[config.mk]
export PLATFORM = sky130hd
export DESIGN_NAME = tmin3_sorter
export DESIGN_NICKNAME = d
export VERILOG_FILES = /design/src/rtl/tmin3_pkg.sv /design/src/rtl/tmin3_cs.sv /design/src/rtl/tmin3_merge.sv /design/src/rtl/tmin3_tree.sv /design/src/rtl/tmin3_sorter.sv
export SDC_FILE = /design/constraint.sdc
export NUM_CORES = 2
export LEC_CHECK = 0
export BUFFER_PORTS_ARGS = -buffer_cell sky130_fd_sc_hd__buf_4
export CAP_MARGIN = 20
export CORE_MARGIN = 2
export CORE_UTILIZATION = 60
export CTS_CLUSTER_SIZE = 12
export DETAILED_ROUTE_END_ITERATION = 10
export MAX_ROUTING_LAYER = met4
export PLACE_DENSITY = 0.9
export SYNTH_ARGS = -nofsm -noshare
export SYNTH_HDL_FRONTEND = slang
export SYNTH_SLANG_ARGS = --single-unit
[constraint.sdc]
create_clock -name clk -period 1.6 [get_ports clk]
set_input_delay 0.08 -clock clk [delete_from_list [all_inputs] [get_ports clk]]
set_output_delay 0.08 -clock clk [all_outputs]
set_load 0.02 [all_outputs]
[src/rtl/tmin3_pkg.sv]
package tmin3_pkg;
    localparam int DEF_LANES = 32;
    localparam int DEF_MAG_W = 5;
    localparam int KEEP      = 3;
endpackage

[src/rtl/tmin3_cs.sv]
module tmin3_cs #(
    parameter int KW = 11
) (
    input  logic [KW-1:0] a,
    input  logic [KW-1:0] b,
    output logic [KW-1:0] lo,
    output logic [KW-1:0] hi
);
    logic take_b;
    assign take_b = (b < a);
    assign lo = take_b ? b : a;
    assign hi = take_b ? a : b;
endmodule

[src/rtl/tmin3_merge.sv]
module tmin3_merge #(
    parameter int KW = 11
) (
    input  logic [2:0][KW-1:0] a,
    input  logic [2:0][KW-1:0] b,
    output logic [2:0][KW-1:0] y
);
    // the three smallest of two sorted triples are pairwise minima of one
    // triple against the other one reversed; they still need ordering
    logic [KW-1:0] c0, c1, c2;
    logic [KW-1:0] p0, p1, q1, q2, r0, r1;

    assign c0 = (b[2] < a[0]) ? b[2] : a[0];
    assign c1 = (b[1] < a[1]) ? b[1] : a[1];
    assign c2 = (b[0] < a[2]) ? b[0] : a[2];

    tmin3_cs #(.KW(KW)) u_s0 (.a(c0), .b(c1), .lo(p0), .hi(p1));
    tmin3_cs #(.KW(KW)) u_s1 (.a(p1), .b(c2), .lo(q1), .hi(q2));
    tmin3_cs #(.KW(KW)) u_s2 (.a(p0), .b(q1), .lo(r0), .hi(r1));

    assign y[0] = r0;
    assign y[1] = r1;
    assign y[2] = q2;
endmodule

[src/rtl/tmin3_tree.sv]
module tmin3_tree #(
    parameter int N_LANES = 32,
    parameter int MAG_W   = 5,
    localparam int IDX_W  = $clog2(N_LANES),
    localparam int KW     = 1 + MAG_W + IDX_W
) (
    input  logic [N_LANES*MAG_W-1:0] mags,
    output logic [2:0][KW-1:0]       top
);
    // key = {absent, magnitude, lane}; an absent entry sorts after all lanes
    localparam logic [KW-1:0] ABSENT = '1;

    logic [2:0][KW-1:0] nd [1:2*N_LANES-1];

    genvar gi;
    generate
        for (gi = 0; gi < N_LANES; gi++) begin : g_leaf
            localparam logic [IDX_W-1:0] LANE = IDX_W'(gi);
            assign nd[N_LANES+gi] = {ABSENT, ABSENT,
                                     {1'b0, mags[gi*MAG_W +: MAG_W], LANE}};
        end
        for (gi = 1; gi < N_LANES; gi++) begin : g_node
            tmin3_merge #(.KW(KW)) u_mrg (
                .a(nd[2*gi]),
                .b(nd[2*gi+1]),
                .y(nd[gi])
            );
        end
    endgenerate

    assign top = nd[1];
endmodule

[src/rtl/tmin3_sorter.sv]
module tmin3_sorter
    import tmin3_pkg::*;
#(
    parameter int N_LANES = DEF_LANES,
    parameter int MAG_W   = DEF_MAG_W,
    parameter bit REG_OUT = 1'b1,
    localparam int IDX_W  = $clog2(N_LANES),
    localparam int KW     = 1 + MAG_W + IDX_W
) (
    input  logic                     clk,
    input  logic                     rst_n,
    input  logic                     in_vld,
    input  logic [N_LANES*MAG_W-1:0] mags,
    output logic                     out_vld,
    output logic [KEEP*MAG_W-1:0]    min_mag,
    output logic [KEEP*IDX_W-1:0]    min_idx
);
    logic [2:0][KW-1:0]        best;
    logic [KEEP-1:0]           absent;
    logic [KEEP*MAG_W-1:0]     mag_c;
    logic [KEEP*IDX_W-1:0]     idx_c;

    tmin3_tree #(.N_LANES(N_LANES), .MAG_W(MAG_W)) u_tree (
        .mags(mags),
        .top (best)
    );

    genvar gk;
    generate
        for (gk = 0; gk < KEEP; gk++) begin : g_slot
            assign absent[gk] = best[gk][KW-1];
            assign mag_c[gk*MAG_W +: MAG_W] = best[gk][IDX_W +: MAG_W];
            assign idx_c[gk*IDX_W +: IDX_W] = best[gk][IDX_W-1:0];
        end

        if (REG_OUT) begin : g_reg
            always_ff @(posedge clk or negedge rst_n) begin
                if (!rst_n) begin
                    out_vld <= 1'b0;
                    min_mag <= '0;
                    min_idx <= '0;
                end else begin
                    out_vld <= in_vld;
                    if (in_vld) begin
                        min_mag <= mag_c;
                        min_idx <= idx_c;
                    end
                end
            end


            always @(posedge clk) begin
                latency_chk: assert (!rst_n || !$past(rst_n) || out_vld == $past(in_vld))
                    else $error("out_vld does not follow in_vld");
            end


            hold_chk: assert property (@(posedge clk) disable iff (!rst_n)
                !in_vld |=> ($stable(min_mag) && $stable(min_idx)));
        end else begin : g_comb
            assign out_vld = in_vld;
            assign min_mag = mag_c;
            assign min_idx = idx_c;
        end
    endgenerate


    order_chk: assert property (@(posedge clk) disable iff (!rst_n)
        out_vld |-> (min_mag[0 +: MAG_W] <= min_mag[MAG_W +: MAG_W]) &&
                    (min_mag[MAG_W +: MAG_W] <= min_mag[2*MAG_W +: MAG_W]));


    tie_chk: assert property (@(posedge clk) disable iff (!rst_n)
        (out_vld && min_mag[0 +: MAG_W] == min_mag[MAG_W +: MAG_W]) |->
            (min_idx[0 +: IDX_W] < min_idx[IDX_W +: IDX_W]));


    distinct_chk: assert property (@(posedge clk) disable iff (!rst_n)
        out_vld |-> (min_idx[0 +: IDX_W] != min_idx[IDX_W +: IDX_W]) &&
                    (min_idx[0 +: IDX_W] != min_idx[2*IDX_W +: IDX_W]) &&
                    (min_idx[IDX_W +: IDX_W] != min_idx[2*IDX_W +: IDX_W]));


    always_comb begin
        if (N_LANES >= KEEP) begin
            present_chk: assert (absent == '0)
                else $error("placeholder entry reached the root");
        end
    end
endmodule

==> metrics.csv, run 1 <==
metric,value,unit
die width,220,um
clock sinks,31,
CTS Hold Bufs,1,
Post-synth ARST share,100,%
Detailed Place HPWL,140000,um
Starting Density,60.4,%
largest area contributor in the netlist,ha_1,
Post-CTS Setup Bufs,162,
Synth Cell Area,28000,um^2
Syn Area/Cell,7.03,um^2
top_reg_cell synth,dfrtp_1,
sequential element share of the synthesized area,2.77,%
htree depth,2,
Yosys reg bits,31,
status,stopped before the end,
Clock Path Buffers,2,
Err,"[ERROR DPL-0038] Utilization greater than 100%, impossible to legalize",
Syn Inst Count,3986,
routability congestion estimate,1.11,
Synth area leaders,"ha_1 (23%), mux2i_1 (10%), a21oi_1 (7.1%)",
total CTS buffers,5,
CTS root buf,clkbuf_16,
Synth warnings,0,
Post-CTS Resized,499,
Post-synth EDFFs,0,
IO Pins,194,
Synthesized Nets,4669,
last stage reached,clock tree synthesis,
Port Buffers,193,
die height,220,um
area fraction of the dominant cell type after synthesis,23.2,%
# rows,79,
library cells used by synthesis,119,
kinds of logic after synthesis:
group,count (synthesis),synth area share (%)
AO/OA/AOI/OAI,1360,32.9
AND/OR/NAND/NOR,1086,18.0
buffers and inverters,585,8.09
adder cells (fa/ha/maj),520,23.2
multiplexers,396,14.7
flip-flops,31,2.77
XOR/XNOR,8,0.250
synthesized netlist by cell type, drive strengths merged, types with 14 or more instances:
| library cell | count |
|---|---|
| a2111oi | 16 |
| o21bai | 24 |
| nand2 | 309 |
| a31oi | 32 |
| or2 | 29 |
| a22oi | 15 |
| clkbuf | 83 |
| a211o | 19 |
| o21a | 52 |
| a221o | 20 |
| o221ai | 16 |
| o31ai | 37 |
| a211oi | 31 |
| o211ai | 29 |
| nor2b | 36 |
| mux2 | 100 |
| nand4 | 21 |
| a21boi | 18 |
| ha | 520 |
| or3 | 15 |
| and3 | 45 |
| and2 | 31 |
| buf | 34 |
| a2bb2oi | 14 |
| mux2i | 296 |
| nand2b | 39 |
| o22ai | 29 |
| inv | 466 |
| o21ai | 285 |
| nand3 | 66 |
| nor2 | 392 |
| nor3 | 39 |
| a221oi | 43 |
| a21o | 120 |
| dfrtp | 31 |
| a21oi | 401 |
through the flow:
step                      worst slack, ns  std cells  TNS [ns]  instance area [um^2]  util (%)
after global placement             -25.63       6436   -751.92                 44100      95.1
after detailed placement           -30.39       6436   -890.93                 44100      95.1
after floorplan                    -25.81       3986   -755.26                 29300         -
==> inputs of run 2 (changes only) <==
Settings changed: CORE_UTILIZATION 60 to 40, CTS_CLUSTER_SIZE 12 to default, MAX_ROUTING_LAYER met4 to default, PLACE_DENSITY 0.9 to default, PLACE_DENSITY_LB_ADDON from default to 0.15.
==> run 2 against run 1 <==
Net effect: the flow now finishes, with violations (setup timing); synthesized area did not move; synthesized cell count stayed put.
==> metrics.csv, run 2 <==
metric,value,unit,change
status,finished with violations,,was stopped before the end
violated checks,setup timing,,
Setup-failing EPs final,30,,
"Period Utilization, post-route",1740,%,
clk slew on worst S/H paths,0.05,ns,
crit-path max FO,11,,
Critical R2R Capture,min_idx[4]$_DFFE_PN0P_,,
total CTS buffers,5,,unchanged
Starting Density,40.2,%,was 60.4%
area fraction of the dominant cell type after synthesis,23.2,%,unchanged
Max stage delay on crit path,0.43,ns,
final setup margin,-26.25,ns,
CTS tree,built,,
routability congestion estimate,0.973,,was 1.11
launching point of the worst reg2reg path,min_idx[4]$_DFFE_PN0P_,,
transition time at the pin with the least slew margin,0.711,ns,
Synth area leaders,"ha_1 (23%), mux2i_1 (10%), a21oi_1 (7.1%)",,unchanged
sequential element share of the synthesized area,2.77,%,unchanged
RSZ-0062 raised after global routing,true,,
dpl ws,-26.66,ns,was -30.39 ns
DRT iter0 DRCs,2182,,
Syn Inst Count,3986,,unchanged
clock sinks,31,,unchanged
via count,38655,,
Hold Path Class,input pin to flip-flop,,
Yosys reg bits,31,,unchanged
Hold Path Sink,out_vld$_DFF_PN0_,,
htree depth,2,,unchanged
top_reg_cell synth,dfrtp_1,,unchanged
"Slew Viols, Final",0,,
worst r2r path cells,2,,
GRT Util Overall,28.9,%,
library cells used by synthesis,119,,unchanged
die area,72200,um^2,
post-DR vias/cell,5.40,,
critical path class,input pin to flip-flop,,
die width,269,um,was 220 um
Post-synth EDFFs,0,,unchanged
largest area contributor in the netlist,ha_1,,unchanged
Tmin final,27.85,ns,
Final nets,6902,,
first-pass GRT wire length,176000,um,
wire length per cell,16.1,um,
Reg2Reg Setup Slack,0.67,ns,
Antenna diodes,0,,
share of cells above drive strength 1,49.3,%,
FMAX,35.9,MHz,
DR pass1 iterations,6,,
number of routed nets with antenna violations,0,,
Relative slew margins,52.1,%,
Top Registers,"min_idx: 15 flops, min_mag: 15 flops, out_vld: 1 flops",,
worst min-delay path startpoint,in_vld,,
Layout Utilization,72.3,%,
"commonest non-fill, non-tap cell in the layout",buf_4,,
crit end category,flip-flop,,
drt total wl,115000,um,
total grt overflow,0,,
DR DRC count,0,,
Synth Cell Area,28000,um^2,unchanged
Max-Cap Viols,0,,
Detailed Place HPWL,90500,um,was 140000 um
hold slack,0.221,ns,
Synth warnings,0,,unchanged
Worst EP required,1.81,ns,
CTS root buf,clkbuf_16,,unchanged
worst hold stages,2,,
Post-synth ARST share,100,%,unchanged
die height,269,um,was 220 um
Commonest cells post-synth,"ha_1 (520), inv_1 (463), a21oi_1 (396)",,unchanged
most frequent cell after synthesis,ha_1,,unchanged
layout overhead on the synthesized area,79.7,%,
Syn Area/Cell,7.03,um^2,unchanged
"commonest non-fill, non-tap cells in the layout","buf_4 (2267), ha_1 (473), inv_1 (443), nor2_1 (339), nand2_1 (292)",,
initial antenna violation count,0,,
"Hold Violations, Final",0,,
Synthesized Nets,4669,,unchanged
Critical Path Source Type,input pin,,
critical path data arrival time,28.06,ns,
largest net degree at the start of global routing,32,,
Port Buffers,193,,unchanged
Clock Path Buffers,2,,unchanged
Clock Skew,0,ns,
slowest cell on the critical path,a221o_1,,
Fill cells,5540,,
vias in the first global route,36780,,
core area,69700,um^2,
Clock Latency Late Sink,0.28,ns,
# rows,97,,was 79
IO Pins,194,,unchanged
[run 2: routing by layer]
layer / vias to the layer above / global-route usage, % / routed length [um]
met3: 258 / 1.43 / 4340
met5: - / 0 / 0
met1: 18214 / 37.0 / 50400
li1: 19204 / - / -
met4: 0 / 5.71 / 3220
met2: 979 / 53.5 / 57500
[run 2: final cells by class]
cell class | instances | area, um^2 | area share (%)
Tap cell | 940 | 1180 | 2.34
Clock buffer | 8 | 156 | 0.311
Timing Repair Buffer | 2340 | 18000 | 35.7
Inverter | 468 | 1780 | 3.53
Sequential cell | 31 | 776 | 1.54
Multi-Input combinational cell | 3373 | 28500 | 56.6
[run 2: through the flow]
| stage | setup TNS, ns | instances | area, um^2 |
|---|---|---|---|
| after floorplan | -755.26 | 3986 | 29300 |
| after global placement | -769.22 | 6889 | 45400 |
| after detailed placement | -780.89 | 6889 | 45400 |
| after CTS | -736.03 | 7042 | 47900 |
| after global routing | -809.30 | 7160 | 50300 |
| final | -768.75 | 7160 | 50300 |
[run 2: how the worst max path moves through the flow]
stage | start | cells past startpoint | endpoint
after CTS | mags[131] | 168 | min_idx[9]$_DFFE_PN0P_
after detailed placement | mags[13] | 156 | min_mag[2]$_DFFE_PN0P_
after global placement | mags[91] | 155 | min_mag[2]$_DFFE_PN0P_
after floorplan | mags[136] | 168 | min_mag[6]$_DFFE_PN0P_
final | mags[131] | 162 | min_idx[9]$_DFFE_PN0P_
after global routing | mags[24] | 165 | min_idx[9]$_DFFE_PN0P_
[run 2: kinds of logic after synthesis]
| logic type | synth area share, % |
|---|---|
| buffers and inverters | 8.09 |
| adders and majority gates | 23.2 |
| muxes | 14.7 |
| AOI/OAI and AO/OA | 32.9 |
| DFF | 2.77 |
| xor gates and xnor gates | 0.250 |
| and+or+nand+nor | 18.0 |
[run 2: worst max-delay path: cells and delay by family]
family | cells | cell delay, ns
AO/OA/AOI/OAI | 74 | 13.72
adder cells (fa/ha/maj) | 17 | 3.96
buffers and inverters | 23 | 2.77
multiplexers | 11 | 3.15
AND/OR/NAND/NOR | 37 | 4.35
[run 2: what timing repair did]
item                       in CTS  in global routing
cloned                          5                  1
hold buffers                    1                  0
setup buffers                 141                120
gates resized for setup       267                343
pin swaps                     142                142
hold endpoints to repair       31                  0
setup endpoints to repair      30                 30
Power of run 2 is left out: the tool's default activity adds up to more than one toggle a clock period on the data nets, which glitch-free logic cannot reach.
